**src/rtl/rtc_tx_pkg.sv**
```systemverilog
// Shared types for the genlock frame serializer.
// Assumes: one field tag per frame position is enough for the bit selector.
package rtc_tx_pkg;
    typedef enum logic [2:0] {
        FLD_GAP   = 3'd0,
        FLD_START = 3'd1,
        FLD_INC   = 3'd2,
        FLD_SEQ   = 3'd3,
        FLD_RST   = 3'd4
    } fld_e;
endpackage

```
**src/rtl/rtc_frame_timer.sv**
```systemverilog
// Frame position counter and position decoder.
// Accepts a request when idle or on the last frame clock, counts FRAME_CLKS
// positions and tags each position with its field and, in the increment field,
// the word bit index. Assumes the layout fits inside FRAME_CLKS.
module rtc_frame_timer
    import rtc_tx_pkg::*;
#(
    parameter int FRAME_CLKS = 128,
    parameter int LEAD_CLKS  = 16,
    parameter int WORD_W     = 23,
    parameter int BIT_CLKS   = 2,
    localparam int CW        = $clog2(FRAME_CLKS),
    localparam int IW        = $clog2(WORD_W)
) (
    input  logic          clk,
    input  logic          rst_n,
    input  logic          req,
    output logic          load,
    output logic          busy,
    output fld_e          fld,
    output logic [IW-1:0] bit_idx
);
    localparam int INC_BEG = LEAD_CLKS + 1;
    localparam int INC_END = INC_BEG + WORD_W * BIT_CLKS;
    localparam int SEQ_END = INC_END + BIT_CLKS;
    localparam int RST_END = SEQ_END + BIT_CLKS;

    logic [CW-1:0] cnt_q;
    logic          busy_q;
    logic          last;

    assign last = busy_q && (cnt_q == CW'(FRAME_CLKS - 1));
    assign load = req && (!busy_q || last);
    assign busy = busy_q;

    // Advance the frame position, restart on an accepted request.
    always_ff @(posedge clk) begin
        if (!rst_n) begin
            cnt_q  <= '0;
            busy_q <= 1'b0;
        end else if (load) begin
            cnt_q  <= '0;
            busy_q <= 1'b1;
        end else if (last) begin
            cnt_q  <= '0;
            busy_q <= 1'b0;
        end else if (busy_q) begin
            cnt_q  <= cnt_q + 1'b1;
        end
    end

    // Map the current position onto a field and a word bit index.
    always_comb begin
        int p;
        p       = int'(cnt_q);
        fld     = FLD_GAP;
        bit_idx = '0;
        if (busy_q) begin
            if (p == LEAD_CLKS) begin
                fld = FLD_START;
            end else if (p >= INC_BEG && p < INC_END) begin
                fld     = FLD_INC;
                bit_idx = IW'(WORD_W - 1 - (p - INC_BEG) / BIT_CLKS);
            end else if (p >= INC_END && p < SEQ_END) begin
                fld = FLD_SEQ;
            end else if (p >= SEQ_END && p < RST_END) begin
                fld = FLD_RST;
            end
        end
    end

    p_cnt_step_r3: assert property (@(posedge clk) disable iff (!rst_n)
        (busy_q && !last && !load) |=> (cnt_q == $past(cnt_q) + 1'b1));
    p_idle_cnt_zero_r3: assert property (@(posedge clk) disable iff (!rst_n)
        !busy_q |-> (cnt_q == '0));
    p_no_cut_short_r9: assert property (@(posedge clk) disable iff (!rst_n)
        (busy_q && !last) |=> busy_q);
endmodule

```
**src/rtl/rtc_shadow.sv**
```systemverilog
// Captures the word and both status bits at frame start.
// The reset bit is stored already in its active-low line form.
// Assumes load is a single-cycle strobe from the timer.
module rtc_shadow #(
    parameter int WORD_W = 23
) (
    input  logic              clk,
    input  logic              rst_n,
    input  logic              load,
    input  logic [WORD_W-1:0] word_in,
    input  logic              sc_reset,
    input  logic              pal_mode,
    input  logic              line_inv,
    output logic [WORD_W-1:0] word_q,
    output logic              seq_q,
    output logic              rstb_q
);
    // Hold the frame contents until the next accepted request.
    always_ff @(posedge clk) begin
        if (!rst_n) begin
            word_q <= '0;
            seq_q  <= 1'b1;
            rstb_q <= 1'b1;
        end else if (load) begin
            word_q <= word_in;
            seq_q  <= pal_mode ? ~line_inv : 1'b1;
            rstb_q <= ~sc_reset;
        end
    end
endmodule

```
**src/rtl/rtc_bit_mux.sv**
```systemverilog
// Selects the line level for the tagged position and registers it onto the pin.
// Assumes the field tag and bit index refer to the same position.
module rtc_bit_mux
    import rtc_tx_pkg::*;
#(
    parameter int WORD_W = 23,
    localparam int IW    = $clog2(WORD_W)
) (
    input  logic              clk,
    input  logic              rst_n,
    input  fld_e              fld,
    input  logic [IW-1:0]     bit_idx,
    input  logic [WORD_W-1:0] word_q,
    input  logic              seq_q,
    input  logic              rstb_q,
    output logic              rtc_q
);
    logic nxt;

    // Choose the level for this position.
    always_comb begin
        unique case (fld)
            FLD_START: nxt = 1'b1;
            FLD_INC:   nxt = word_q[bit_idx];
            FLD_SEQ:   nxt = seq_q;
            FLD_RST:   nxt = rstb_q;
            default:   nxt = 1'b0;
        endcase
    end

    // Register the pin level.
    always_ff @(posedge clk) begin
        if (!rst_n) rtc_q <= 1'b0;
        else        rtc_q <= nxt;
    end

    p_gap_low_r4: assert property (@(posedge clk) disable iff (!rst_n)
        (fld == FLD_GAP) |=> !rtc_q);
    p_start_high_r5: assert property (@(posedge clk) disable iff (!rst_n)
        (fld == FLD_START) |=> rtc_q);
endmodule

```
**src/rtl/genlock_rtc_tx.sv**
```systemverilog
// Genlock serial frame transmitter: timer, shadow capture and bit selector.
// Assumes clk is the serial clock at twice the pixel rate.
module genlock_rtc_tx
    import rtc_tx_pkg::*;
#(
    parameter int FRAME_CLKS = 128,
    parameter int LEAD_CLKS  = 16,
    parameter int WORD_W     = 23,
    parameter int BIT_CLKS   = 2,
    localparam int IW        = $clog2(WORD_W)
) (
    input  logic              clk,
    input  logic              rst_n,
    input  logic              frame_req,
    input  logic [WORD_W-1:0] fcw_in,
    input  logic              sc_reset,
    input  logic              pal_mode,
    input  logic              line_inv,
    output logic              rtc_out,
    output logic              busy
);
    logic              load;
    fld_e              fld;
    logic [IW-1:0]     bit_idx;
    logic [WORD_W-1:0] word_q;
    logic              seq_q;
    logic              rstb_q;

    rtc_frame_timer #(
        .FRAME_CLKS(FRAME_CLKS), .LEAD_CLKS(LEAD_CLKS),
        .WORD_W(WORD_W), .BIT_CLKS(BIT_CLKS)
    ) u_timer (
        .clk(clk), .rst_n(rst_n), .req(frame_req), .load(load),
        .busy(busy), .fld(fld), .bit_idx(bit_idx)
    );

    rtc_shadow #(.WORD_W(WORD_W)) u_shadow (
        .clk(clk), .rst_n(rst_n), .load(load), .word_in(fcw_in),
        .sc_reset(sc_reset), .pal_mode(pal_mode), .line_inv(line_inv),
        .word_q(word_q), .seq_q(seq_q), .rstb_q(rstb_q)
    );

    rtc_bit_mux #(.WORD_W(WORD_W)) u_mux (
        .clk(clk), .rst_n(rst_n), .fld(fld), .bit_idx(bit_idx),
        .word_q(word_q), .seq_q(seq_q), .rstb_q(rstb_q), .rtc_q(rtc_out)
    );

    p_shadow_frozen_r9: assert property (@(posedge clk) disable iff (!rst_n)
        (busy && !load) |=> ($stable(word_q) && $stable(seq_q) && $stable(rstb_q)));
endmodule

```
**config.mk**
```make
export PLATFORM = sky130hd
export DESIGN_NAME = genlock_rtc_tx
export DESIGN_NICKNAME = d
export VERILOG_FILES = /design/src/rtl/rtc_tx_pkg.sv /design/src/rtl/rtc_frame_timer.sv /design/src/rtl/rtc_shadow.sv /design/src/rtl/rtc_bit_mux.sv /design/src/rtl/genlock_rtc_tx.sv
export SDC_FILE = /design/constraint.sdc
export NUM_CORES = 1
export LEC_CHECK = 0
export BUFFER_PORTS_ARGS = -buffer_cell sky130_fd_sc_hd__clkbuf_2
export CAP_MARGIN = 20
export CORE_UTILIZATION = 45
export CTS_CLUSTER_SIZE = 25
export DETAILED_ROUTE_END_ITERATION = 10
export PLACE_DENSITY_LB_ADDON = 0.1
export SLEW_MARGIN = 20
export SYNTH_ARGS = -nofsm -noshare
export SYNTH_HDL_FRONTEND = slang
export SYNTH_SLANG_ARGS = --single-unit
```
**constraint.sdc**
```tcl
create_clock -name clk -period 4.1 [get_ports clk]
set_input_delay 0.41 -clock clk [delete_from_list [all_inputs] [get_ports clk]]
set_output_delay 0.41 -clock clk [all_outputs]
set_load 0.02 [all_outputs]
```
# ---- Yosys cells after proc, flatten, opt, wreduce, memory -nomap -nowiden
# Cells that the tools add are included.
dict set report word_totals {
  inputBits 29
  ff_bits 34
  latch_bits 0
  mem_count 0
  output_inout_bits 2
  ramBits 0
  rom_bits 0
  wordCells 50
}
dict set report classes {
  n_addsub 4
  n_mul 0
  n_div 0
  order_cmp 7
  bitwise 4
  eq_ne 6
  reduce_logical 9
  muxes 14
  shifts 0
}
# op count
set ops {}
lappend ops {{$mux 3} 5}
lappend ops {{$mux 5} 3}
lappend ops {{$lt 7x7->1 const B} 2}
lappend ops {{$sub 7x5->8 const B} 1}
lappend ops {{$add 7x1->7 const B} 1}
lappend ops {{$eq 7x6->1 const B} 1}
lappend ops {{$eq 7x7->1 const B} 1}
lappend ops {{$ge 7x5->1 const B} 1}
lappend ops {{$ge 7x6->1 const B} 1}
lappend ops {{$ge 7x7->1 const B} 1}
lappend ops {{$lt 7x6->1 const B} 1}
lappend ops {{$eq 3x2->1 const B} 2}
lappend ops {{$lt 5x6->1 const B} 1}
lappend ops {{$add 5x1->5} 1}
lappend ops {{$bmux 1 s5} 1}
lappend ops {{$logic_and 1x1->1} 5}
lappend ops {{$sub 5x5->5 const A} 1}
lappend ops {{$mux 1} 4}
lappend ops {{$pmux 1 s4} 1}
lappend ops {{$eq 3x1->1 const B} 1}
lappend ops {{$eq 3x3->1 const B} 1}
lappend ops {{$not 1->1} 3}
lappend ops {{$reduce_or 3->1} 1}
lappend ops {{$reduce_bool 2->1} 1}
lappend ops {{other kinds (3)} 3}

# ---- Depth between registers and ports, before layout
# Gate-level depths: netlist of the first run.
dict set report depth {
  depth_word 10
  depth_mapped 13
  depth_no_buf 12
}

# ---- Hierarchy
# Synthesis of the first run repeated with hierarchy kept, for this count alone.
dict set report hier_totals {
  cells_unflattened 205
  hier_area_um2 2025.7
}
# module n_inst cells_per_inst seq_area_each_um2 area_per_inst_um2
set by_module_without_submodules {}
lappend by_module_without_submodules {rtc_shadow 1 82 500.5 963.4}
lappend by_module_without_submodules {rtc_frame_timer 1 98 160.2 788.3}
lappend by_module_without_submodules {rtc_bit_mux 1 25 20.0 274.0}

# ---- Least setup slack after synthesis of the first run
# OpenSTA, ideal clock, no wires.
dict set report synth_timing {
  path_type {flip-flop to flip-flop}
  startpoint {reg u_timer.cnt_q[0]}
  endpoint {reg u_mux.rtc_q}
  t_required_ns 4.012
  path_slack_ns 1.071
  path_stages_with_launch 14
  path_buffers 2
  setup_time_ns 0.088
  synth_period_minus_slack_ns 3.029
  arrival_time_ns 2.941
  cell_sequence {dfxtp_1 > clkbuf_1 > inv_1 > ha_1 > ha_1 > ha_1 > clkbuf_1 > o21a_1 > o211a_1 > a21oi_1 > nor4_1 > a22oi_1 > and4_4 > o32ai_2}
}
dict set report synth_via {
  elab_chain_cells 10
  elab_cells_between_ends 29
  cone_classes {add/sub: 3; order compare: 6; eq/ne: 5; mux: 11; bitwise: 1; reduce/logical: 3}
}
# element line
set synth_lines {}
lappend synth_lines {{start: declaration} rtc_frame_timer.sv:28} ;# logic [CW-1:0] cnt_q;
lappend synth_lines {{start signal: assignment} rtc_frame_timer.sv:48} ;# cnt_q <= cnt_q + 1'b1;
lappend synth_lines {{$sub 7x5->8} rtc_frame_timer.sv:63} ;# bit_idx = IW'(WORD_W - 1 - (p - INC_BEG) / BIT_CLKS);
lappend synth_lines {{$and 1x1->1 (no line)} -}
lappend synth_lines {{$add 5x1->5 (no line)} -}
lappend synth_lines {{$sub 5x5->5} rtc_frame_timer.sv:63}
lappend synth_lines {{$mux 5} rtc_frame_timer.sv:61} ;# end else if (p >= INC_BEG && p < INC_END) begin
lappend synth_lines {{$mux 5} rtc_frame_timer.sv:59} ;# if (p == LEAD_CLKS) begin
lappend synth_lines {{$mux 5} rtc_frame_timer.sv:58} ;# if (busy_q) begin
lappend synth_lines {{$bmux 1 s5} rtc_bit_mux.sv:24} ;# FLD_INC: nxt = word_q[bit_idx];
lappend synth_lines {{$mux 1 (implied by the code)} rtc_bit_mux.sv:24}
lappend synth_lines {{$pmux 1 s4 (*)} rtc_bit_mux.sv:22} ;# unique case (fld)
lappend synth_lines {{end signal: assignment} rtc_bit_mux.sv:34} ;# else rtc_q <= nxt;
lappend synth_lines {{end: declaration} rtc_bit_mux.sv:16} ;# output logic rtc_q
# Mark *: on every way between the ends. The rest lies on a longest branch, timed or not. The select of a mux whose other input is x is not followed.
# A chain may end at the register's enable or synchronous reset.

# ---- Worst setup path after layout of the first run
# Same ends and word-level chain as after synthesis.

==> impl_metrics.yaml, run 1 <==
synthesis:
  synth_area_in_adders: 0.0605
  post_synth_edffs: 0
  synthesis.yosys.warnings: 0
  synthesis.instances: 246
  dominant_combinational_cell_family_by_area_after_synthesis: "compound AO/OA/AOI/OAI gates"
  ys_dominant_reg_cell: "sky130_fd_sc_hd__dfxtp_1"
  synth_simple_gate_area_frac: 0.223
  post_synthesis_instance_area_sq_mm: 0.00199
  yosys-top-cells-area: "sky130_fd_sc_hd__dfxtp_1 (34%), sky130_fd_sc_hd__nand2_1 (12%), sky130_fd_sc_hd__a21boi_0 (9.1%), sky130_fd_sc_hd__ha_1 (5.0%), sky130_fd_sc_hd__xor2_1 (4.0%)"
  synth_xor_area_frac: 0.0573
  ys_types: 46
  muxShareOfSynthArea: 0.0353
  synth-async-reset-ratio: 0
  average_instance_area_after_synthesis_sq_um: 8.07
  synth_compound_gate_area_share: 0.229
  synth_fp_nets: 284
  synth_sequential_area_ratio: 0.343
  synth_top_area_share: 0.343
  post-synth-top-area-cell: "sky130_fd_sc_hd__dfxtp_1"
  ys_seq_elements: 34
cts:
  clkLatencyLatePin_ns: 0.28
  cts_inserted_buffers: 5
  cts_hold_buf: 0
  clk_pin_slew_ns: 0.07
  cts_htree_levels: 2
  post-cts-setup-buffer-count: 0
  clock_sink_count: 34
  clock_tree.root_cell: "sky130_fd_sc_hd__clkbuf_8"
  tritoncts_clock_tree: "built"
  post_cts_resize_count: 0
  ctsLongestPathBuffers: 2
floorplan:
  initial_utilization: 0.483
  fp.dieH_um: 68.4
  row_count: 23
  core-area_sq_mm: 0.00412
  fp.dieArea_sq_mm: 0.00468
  top_level_ports: 31
  die_x_um: 68.4
finish:
  syn2layout_area_growth_pct: 13.0
  multi_input_area_sq_mm: 0.00121
  ff_latch_area_sq_um: 681
  final_layout_size_suffix_gt1_frac: 0.184
  antenna-diode-count: 0
  filler_cell_count: 406
  final_area_sq_mm: 0.00224
  final_net_count: 304
worst_setup_path:
  timing.reg2reg.worst_path_depth: 12
  worstSetupEndpointType: "flip-flop"
  worst_path_largest_cell_delay_ns: 0.58
  cp_num_buf_inv: 2
  crit_family: "adder cells"
  cp_data_arrival_time_ns: 3.41
  regToRegEndpoint: "u_mux.rtc_q"
  reg2reg_from: "u_timer.cnt_q[0]"
  critical_path.cell_chain: "inv_1 > ha_1 > xor2_1 > ha_1 > inv_1 > fa_1 > xor2_1 > nand2_1 > nor3_1 > a22oi_1 > and4_4 > o32ai_2"
  crit_path_max_fanout: 12
  crit_path_start_kind: "flip-flop"
  regToRegSetupSlack_ns: 0.89
  required_time_of_the_worst_setup_path_ns: 4.30
  critical-path-slowest-cell: "sky130_fd_sc_hd__dfxtp_1"
  critical_path_type: "flip-flop to flip-flop"
routing:
  drcViolationCount: 0
  drt.antenna.violating_nets: 0
  via_count: 1634
  detailedRoute.firstPassIterationCount: 4
  routed_via_density: 5.17
  drt-total-wl_um: 3970
  drtIter0Drc: 88
  post_drt_wl_per_cell_um: 12.6
sta:
  final.period_utilization: 0.784
  setup_tns_final_ns: 0
  clock-skew-final_ns: 0.00621
  rsz0062_at_grt: "false"
  max_clock_freq_mhz: 311
  finalMaxSlewViolations: 0
  final-setup-viol-count: 0
  slew-limit-headroom: 0.466
  final_critical_path_time_including_i_o_delays_and_setup_ns: 3.21
  tightest_slew_ns: 0.799
  final-hold-violation-count: 0
place:
  place.detailed.hpwl_um: 2830
  instance_area_after_placement_sq_mm: 0.00212
  port-buffer-count: 30
  gpl.final_weighted_congestion: 0.879
grt:
  antenna_violations_before_repair: 0
  first_global_vias: 1432
  globalRouteTotalUtil: 0.195
  grt_first_pass_wirelength_um: 6670
  global_route.overflow_total: 0
  grt_start_max_net_pins: 30
min_path:
  min_from: "sc_reset"
  whs_endpoint: "u_shadow.rstb_q"
  timing.hold.worst_path_depth: 2
  holdCritPathClass: "input pin to flip-flop"
power_and_ir_drop:
  total_leakage_power_nw: 0.941
  vdd_ir_drop_max_mv: 0.191
  power_per_cell_area_mw_per_mm2: 356
run_status:
  run_status: "finished clean"
flow_run:
  maxCapViolCount: 0
## stage by stage
| stage | setup slack, ns | cells | hold WS [ns] | power [mW] | utilization |
|---|---|---|---|---|---|
| 6_report | 0.887 | 316 | 0.338 | 0.799 | 0.545 |
| 2_1_floorplan | 1.07 | 246 | 0.440 | 0.458 | - |
| 5_1_grt | 0.569 | 316 | 0.332 | 0.845 | 0.545 |
| 4_1_cts | 0.882 | 316 | 0.331 | 0.809 | 0.544 |
| 3_5_place_dp | 0.923 | 309 | 0.459 | 0.493 | 0.516 |
| 3_3_place_gp | 1.03 | 309 | 0.453 | 0.492 | 0.516 |
## flip-flops by register name (all words and copies together), names as in the netlist
register and count:
u_mux.rtc_q 1, u_shadow.rstb_q 1, u_shadow.seq_q 1, u_shadow.word_q 23
u_timer.busy 1, u_timer.cnt_q 7
## where the power goes
group	switching, mW	internal [mW]	total, mW
Combinational	0.0700	0.0564	0.126
Clock	0.120	0.194	0.314
Sequential	0.0132	0.346	0.359
## metal layers
layer | vias to the layer above | track usage | routed length, um
met3 | 5 | 0.0517 | 185
li1 | 878 | - | -
met5 | - | 0 | 0
met4 | 0 | 0.0781 | 47
met2 | 36 | 0.277 | 1690
met1 | 715 | 0.275 | 2050
## how the worst max path moves through the flow
stage | startpoint | to | slack [ns] | depth (start not counted)
detailed placement | u_timer.cnt_q[0] | u_mux.rtc_q | 0.92 | 12
global placement | u_timer.cnt_q[0] | u_mux.rtc_q | 1.03 | 10
CTS | u_timer.cnt_q[0] | u_mux.rtc_q | 0.88 | 12
global route | u_timer.cnt_q[0] | u_mux.rtc_q | 0.57 | 12
finish | u_timer.cnt_q[0] | u_mux.rtc_q | 0.89 | 12
floorplan | u_timer.cnt_q[0] | u_mux.rtc_q | 1.07 | 13
## kinds of logic (layout without fill, tap and decap cells)
kind of cell | Yosys count | after routing
AOI/OAI and AO/OA | 59 | 59
xor gates and xnor gates | 13 | 13
adders and majority gates | 9 | 9
buffers and inverters | 24 | 44
DFF | 34 | 34
muxes | 7 | 7
and+or+nand+nor | 100 | 100
## cell usage after synthesis (2+ instances only)
| master | count |
|---|---|
| sky130_fd_sc_hd__nor3_1 | 6 |
| sky130_fd_sc_hd__nor2_1 | 10 |
| sky130_fd_sc_hd__buf_2 | 5 |
| sky130_fd_sc_hd__ha_1 | 8 |
| sky130_fd_sc_hd__a21oi_1 | 8 |
| sky130_fd_sc_hd__a21o_1 | 3 |
| sky130_fd_sc_hd__dfxtp_1 | 34 |
| sky130_fd_sc_hd__o211ai_1 | 2 |
| sky130_fd_sc_hd__nand2b_1 | 3 |
| sky130_fd_sc_hd__nand4_1 | 4 |
| sky130_fd_sc_hd__xnor2_1 | 4 |
| sky130_fd_sc_hd__a21boi_0 | 24 |
| sky130_fd_sc_hd__nand3_1 | 5 |
| sky130_fd_sc_hd__a31oi_1 | 2 |
| sky130_fd_sc_hd__o21ai_0 | 6 |
| sky130_fd_sc_hd__nand2_1 | 63 |
| sky130_fd_sc_hd__inv_1 | 7 |
| sky130_fd_sc_hd__mux2i_1 | 7 |
| sky130_fd_sc_hd__xor2_1 | 9 |
| sky130_fd_sc_hd__clkbuf_1 | 10 |
## placed cells by master (no fill, tap or decap), types with 2 or more instances in the layout
cell type	Yosys	final
sky130_fd_sc_hd__a21boi_0	24	24
sky130_fd_sc_hd__nand4_1	4	4
sky130_fd_sc_hd__clkbuf_8	0	6
sky130_fd_sc_hd__inv_1	7	7
sky130_fd_sc_hd__clkbuf_2	0	30
sky130_fd_sc_hd__nand2b_1	3	3
sky130_fd_sc_hd__ha_1	8	8
sky130_fd_sc_hd__a21o_1	3	3
sky130_fd_sc_hd__xor2_1	9	9
sky130_fd_sc_hd__mux2i_1	7	7
sky130_fd_sc_hd__dfxtp_1	34	34
sky130_fd_sc_hd__o211ai_1	2	2
sky130_fd_sc_hd__nand3_1	5	5
sky130_fd_sc_hd__a31oi_1	2	2
sky130_fd_sc_hd__nor3_1	6	6
sky130_fd_sc_hd__nand2_1	63	63
sky130_fd_sc_hd__a21oi_1	8	7
sky130_fd_sc_hd__o21ai_0	6	6
sky130_fd_sc_hd__nor2_1	10	10
sky130_fd_sc_hd__xnor2_1	4	4
## cell type report
cell class                 count  area share
timing repair buffer          30      0.0669
tap                           50      0.0279
multi-input combinational    188       0.540
inverter                       7      0.0117
clock buffer                   6      0.0368
clock inverter                 1      0.0134
sequential                    34       0.303
## worst register-to-register path, stage by stage (launching register included)
cell,delay (ns)
sky130_fd_sc_hd__dfxtp_1,0.58
sky130_fd_sc_hd__inv_1,0.16
sky130_fd_sc_hd__ha_1,0.27
sky130_fd_sc_hd__xor2_1,0.28
sky130_fd_sc_hd__ha_1,0.23
sky130_fd_sc_hd__inv_1,0.05
sky130_fd_sc_hd__fa_1,0.41
sky130_fd_sc_hd__xor2_1,0.30
sky130_fd_sc_hd__nand2_1,0.10
sky130_fd_sc_hd__nor3_1,0.22
sky130_fd_sc_hd__a22oi_1,0.10
sky130_fd_sc_hd__and4_4,0.18
sky130_fd_sc_hd__o32ai_2,0.23
Note: power is estimated with default switching activity, not from simulation.
==> run 2, diff against run 1 <==
==> constraint.sdc (replaced) <==
create_clock -name clk -period 3.15 [get_ports clk]
set_input_delay 0.315 -clock clk [delete_from_list [all_inputs] [get_ports clk]]
set_output_delay 0.315 -clock clk [all_outputs]
set_load 0.02 [all_outputs]
==> impl_metrics.yaml, run 2 (synthesized netlist as in run 1, its figures left out) <==
worst_setup_path:
  required_time_of_the_worst_setup_path_ns: 3.35
  worstSetupEndpointType: "flip-flop"
  critical_path_type: "flip-flop to flip-flop"
  crit_path_start_kind: "flip-flop"
  cp_data_arrival_time_ns: 3.03
  crit_path_max_fanout: 10
finish:
  layout.cells.most_common: "sky130_fd_sc_hd__nand2_1"
  largest_reg_flops: 23
  top_regs: "u_shadow.word_q: 23 flops, u_timer.cnt_q: 7 flops"
  final_layout_size_suffix_gt1_frac: 0.212
  syn2layout_area_growth_pct: 14.8
  layout_common_cells: "sky130_fd_sc_hd__nand2_1 (63), sky130_fd_sc_hd__dfxtp_1 (34), sky130_fd_sc_hd__clkbuf_2 (30)"
  finish.cell_count_without_fillers: 324
  final_area_sq_mm: 0.00228
  antenna-diode-count: 0
  final_net_count: 311
  largest_register: "u_shadow.word_q"
sta:
  max_clock_freq_mhz: 354
  tightest_slew_ns: 0.792
  final_critical_path_time_including_i_o_delays_and_setup_ns: 2.83
  final-hold-violation-count: 0
  setup_tns_final_ns: 0
  finalMaxSlewViolations: 0
  clock-skew-final_ns: 0.00675
  timing.final.ws_setup_ns: 0.324
  final.period_utilization: 0.897
  slew-limit-headroom: 0.471
  final-setup-viol-count: 0
  rsz0062_at_grt: "false"
routing:
  via_count: 1666
  drt.antenna.violating_nets: 0
  post_drt_wl_per_cell_um: 12.6
  routed_via_density: 5.14
  drt-total-wl_um: 4090
  drcViolationCount: 0
  detailedRoute.firstPassIterationCount: 4
  drtIter0Drc: 84
floorplan:
  fp.dieH_um: 68.4
  row_count: 23
  die_x_um: 68.4
  initial_utilization: 0.483
  core-area_sq_mm: 0.00412
  top_level_ports: 31
  fp.dieArea_sq_mm: 0.00468
grt:
  grt_start_max_net_pins: 30
  globalRouteTotalUtil: 0.200
  first_global_vias: 1496
  global_route.overflow_total: 0
  grt_first_pass_wirelength_um: 6870
  antenna_violations_before_repair: 0
flow_run:
  maxCapViolCount: 0
place:
  port-buffer-count: 30
  gpl.final_weighted_congestion: 0.904
  place.detailed.hpwl_um: 2990
  place.detailed.instances: 316
  post-place-ws_ns: 0.308
  instance_area_after_placement_sq_mm: 0.00218
run_status:
  run_status: "finished clean"
cts:
  ctsLongestPathBuffers: 2
  clk_pin_slew_ns: 0.07
  post-cts-setup-buffer-count: 0
  cts_hold_buf: 0
  clkLatencyLatePin_ns: 0.29
  clock_sink_count: 34
  clock_tree.root_cell: "sky130_fd_sc_hd__clkbuf_8"
  cts_inserted_buffers: 5
  cts_htree_levels: 2
  tritoncts_clock_tree: "built"
power_and_ir_drop:
  power.total_uw: 977
  total_leakage_power_nw: 0.966
  power_per_cell_area_mw_per_mm2: 429
  vdd_ir_drop_max_mv: 0.229
min_path:
  holdCritPathClass: "input pin to flip-flop"
[run 2: routing by layer]
metal	vias to the layer above	wire, um	track usage
li1	888	-	-
met1	746	2110	0.283
met4	0	53	0.0703
met5	-	0	0
met3	5	126	0.0450
met2	27	1790	0.292
[run 2: stage by stage]
step	hold slack (ns)	util
after floorplan	0.440	-
after global placement	0.456	0.529
after detailed placement	0.459	0.529
after CTS	0.236	0.552
after global routing	0.239	0.554
final	0.241	0.554
[run 2: worst paths after layout]
kind	start	endpoint	slack (ns)	cells after the start
hold reg to reg	u_shadow.word_q[3]	u_shadow.word_q[3]	0.46	2
setup / recovery	u_timer.cnt_q[1]	u_mux.rtc_q	0.32	11
setup reg to reg	u_timer.cnt_q[1]	u_mux.rtc_q	0.32	11
hold / removal	sc_reset	u_shadow.rstb_q	0.24	2
[run 2: area by class of cell]
type	count	area (sq um)
Clock buffer	6	82.6
Clock inverter	2	12.5
Fill cell	406	1840
Inverter	7	26.3
Multi-Input combinational cell	188	1210
Sequential cell	34	681
Tap cell	50	62.6
Timing Repair Buffer	37	203
[run 2: timing repair]
| action | CTS | global route |
|---|---|---|
| endpoints found under the setup margin | 0 | 1 |
| endpoints found under the hold margin | 0 | 0 |
| gates resized for setup | 0 | 1 |
[run 2: power breakdown]
part / switching [mW] / internal, mW / leakage (nW)
clock network: 0.161 / 0.176 / 0.0472
logic: 0.100 / 0.0799 / 0.641
registers: 0.0104 / 0.450 / 0.278
total: 0.272 / 0.705 / 0.966
[run 2: critical path, stage by stage (launching register included)]
cell and delay [ns]:
sky130_fd_sc_hd__dfxtp_1 0.31, sky130_fd_sc_hd__buf_4 0.17, sky130_fd_sc_hd__o31ai_1 0.23, sky130_fd_sc_hd__nand2_1 0.08, sky130_fd_sc_hd__ha_1 0.20, sky130_fd_sc_hd__ha_1 0.19
sky130_fd_sc_hd__inv_1 0.07, sky130_fd_sc_hd__fa_1 0.53, sky130_fd_sc_hd__nor4_1 0.40, sky130_fd_sc_hd__a22oi_1 0.15, sky130_fd_sc_hd__and4_4 0.19, sky130_fd_sc_hd__o32ai_2 0.23
==> run 3, diff against run 2 <==
--- a/config.mk
+++ b/config.mk
@@ -10,7 +10,9 @@
 export CORE_UTILIZATION = 45
 export CTS_CLUSTER_SIZE = 25
 export DETAILED_ROUTE_END_ITERATION = 10
+export MAX_ROUTING_LAYER = met4
 export PLACE_DENSITY_LB_ADDON = 0.1
+export RECOVER_POWER = 100
 export SLEW_MARGIN = 20
 export SYNTH_ARGS = -nofsm -noshare
 export SYNTH_HDL_FRONTEND = slang
==> impl_metrics.yaml, run 3 (synthesized netlist as in run 1, its figures left out) <==
run_status:
  run_status: "finished clean"
min_path:
  timing.hold.worst_path_depth: 2
  holdCritPathClass: "input pin to flip-flop"
finish:
  syn2layout_area_growth_pct: 14.4
  layout.cells.most_common: "sky130_fd_sc_hd__nand2_1"
  antenna-diode-count: 0
  largest_register: "u_shadow.word_q"
  finish.cell_count_without_fillers: 324
  top_regs: "u_shadow.word_q: 23 flops, u_timer.cnt_q: 7 flops"
  final_layout_size_suffix_gt1_frac: 0.201
  final_net_count: 311
  layout_common_cells: "sky130_fd_sc_hd__nand2_1 (63), sky130_fd_sc_hd__dfxtp_1 (34), sky130_fd_sc_hd__clkbuf_2 (29)"
  largest_reg_flops: 23
routing:
  routed_via_density: 5.17
  drt.antenna.violating_nets: 0
  drt-total-wl_um: 4090
  drcViolationCount: 0
  via_count: 1674
  post_drt_wl_per_cell_um: 12.6
  drtIter0Drc: 79
  detailedRoute.firstPassIterationCount: 4
sta:
  setup_tns_final_ns: 0
  final_critical_path_time_including_i_o_delays_and_setup_ns: 2.82
  final-hold-violation-count: 0
  final-setup-viol-count: 0
  tightest_slew_ns: 1.04
  hold_slack_ns: 0.241
  clock-skew-final_ns: 0.00527
  finalMaxSlewViolations: 0
  final.period_utilization: 0.896
  rsz0062_at_grt: "false"
  slew-limit-headroom: 0.304
  max_clock_freq_mhz: 354
cts:
  ctsLongestPathBuffers: 2
  cts_htree_levels: 2
  clkLatencyLatePin_ns: 0.29
  cts_hold_buf: 0
  clock_tree.root_cell: "sky130_fd_sc_hd__clkbuf_8"
  cts_inserted_buffers: 5
  clk_pin_slew_ns: 0.07
  tritoncts_clock_tree: "built"
  clock_sink_count: 34
grt:
  grt_start_max_net_pins: 30
  globalRouteTotalUtil: 0.206
  global_route.overflow_total: 0
  grt_first_pass_wirelength_um: 6870
  antenna_violations_before_repair: 0
  first_global_vias: 1491
worst_setup_path:
  cp_data_arrival_time_ns: 3.02
  crit_path_start_kind: "flip-flop"
  timing.reg2reg.worst_path_depth: 11
  required_time_of_the_worst_setup_path_ns: 3.35
  worstSetupEndpointType: "flip-flop"
  crit_path_max_fanout: 10
  critical_path_type: "flip-flop to flip-flop"
floorplan:
  row_count: 23
  top_level_ports: 31
  core-area_sq_mm: 0.00412
  fp.dieArea_sq_mm: 0.00468
  fp.dieH_um: 68.4
  die_x_um: 68.4
  initial_utilization: 0.483
power_and_ir_drop:
  vdd_ir_drop_max_mv: 0.227
  total_leakage_power_nw: 0.954
  power_per_cell_area_mw_per_mm2: 430
flow_run:
  maxCapViolCount: 0
place:
  place.detailed.hpwl_um: 2990
  gpl.final_weighted_congestion: 0.919
  place.detailed.instances: 316
  port-buffer-count: 30
-- run 3: changes by cell type in the layout (fill, tap and decap cells not counted), sizes merged --
cell and change:
buf -2, clkbuf +2
-- run 3: routing by layer --
layer | GRT usage | part of all wire | vias up
li1 | - | - | 888
met1 | 0.285 | 0.52 | 754
met2 | 0.290 | 0.44 | 27
met3 | 0.0450 | 0.032 | 5
met4 | 0.0703 | 0.012 | 0
met5 | - | 0 | -
-- run 3: through the flow --
step / cell area, sq um / setup slack, ns / total power [mW] / utilization
finish: 2270 / 0.328 / 0.976 / 0.552
global route: 2270 / 0.0989 / 1.03 / 0.552
CTS: 2270 / 0.283 / 0.987 / 0.552
detailed placement: 2180 / 0.308 / 0.651 / 0.529
global placement: 2180 / 0.378 / 0.649 / 0.529
floorplan: 1990 / 0.121 / 0.597 / -
-- run 3: where the power goes --
group | switching, mW | internal, mW | total (mW)
registers | 0.0104 | 0.450 | 0.460
clock network | 0.162 | 0.176 | 0.337
logic | 0.101 | 0.0786 | 0.179
-- run 3: path summary, 6_finish.rpt --
kind	startpoint	end	slack [ns]
setup / recovery	u_timer.cnt_q[1]	u_mux.rtc_q	0.33
setup reg to reg	u_timer.cnt_q[1]	u_mux.rtc_q	0.33
hold reg to reg	u_shadow.word_q[3]	u_shadow.word_q[3]	0.46
hold / removal	sc_reset	u_shadow.rstb_q	0.24
-- run 3: timing repair --
item / in CTS / in global routing
endpoints found under the setup margin: 0 / 1
gates resized for setup: 0 / 1
setup buffers: 0 / 0
-- run 3: critical path: stages, from the launching register on --
cell and delay (ns):
sky130_fd_sc_hd__dfxtp_1 0.31, sky130_fd_sc_hd__buf_4 0.17, sky130_fd_sc_hd__o31ai_1 0.23, sky130_fd_sc_hd__nand2_1 0.08, sky130_fd_sc_hd__ha_1 0.20, sky130_fd_sc_hd__ha_1 0.19
sky130_fd_sc_hd__inv_1 0.07, sky130_fd_sc_hd__fa_1 0.53, sky130_fd_sc_hd__nor4_1 0.40, sky130_fd_sc_hd__a22oi_1 0.15, sky130_fd_sc_hd__and4_4 0.18, sky130_fd_sc_hd__o32ai_2 0.23
-- run 3: layout make-up --
cell class	count	area, sq um
tap	50	62.6
clock buffer	6	82.6
fill	407	1840
multi-input combinational	188	1210
timing repair buffer	37	194
sequential	34	681
inverter	7	26.3
clock inverter	2	12.5
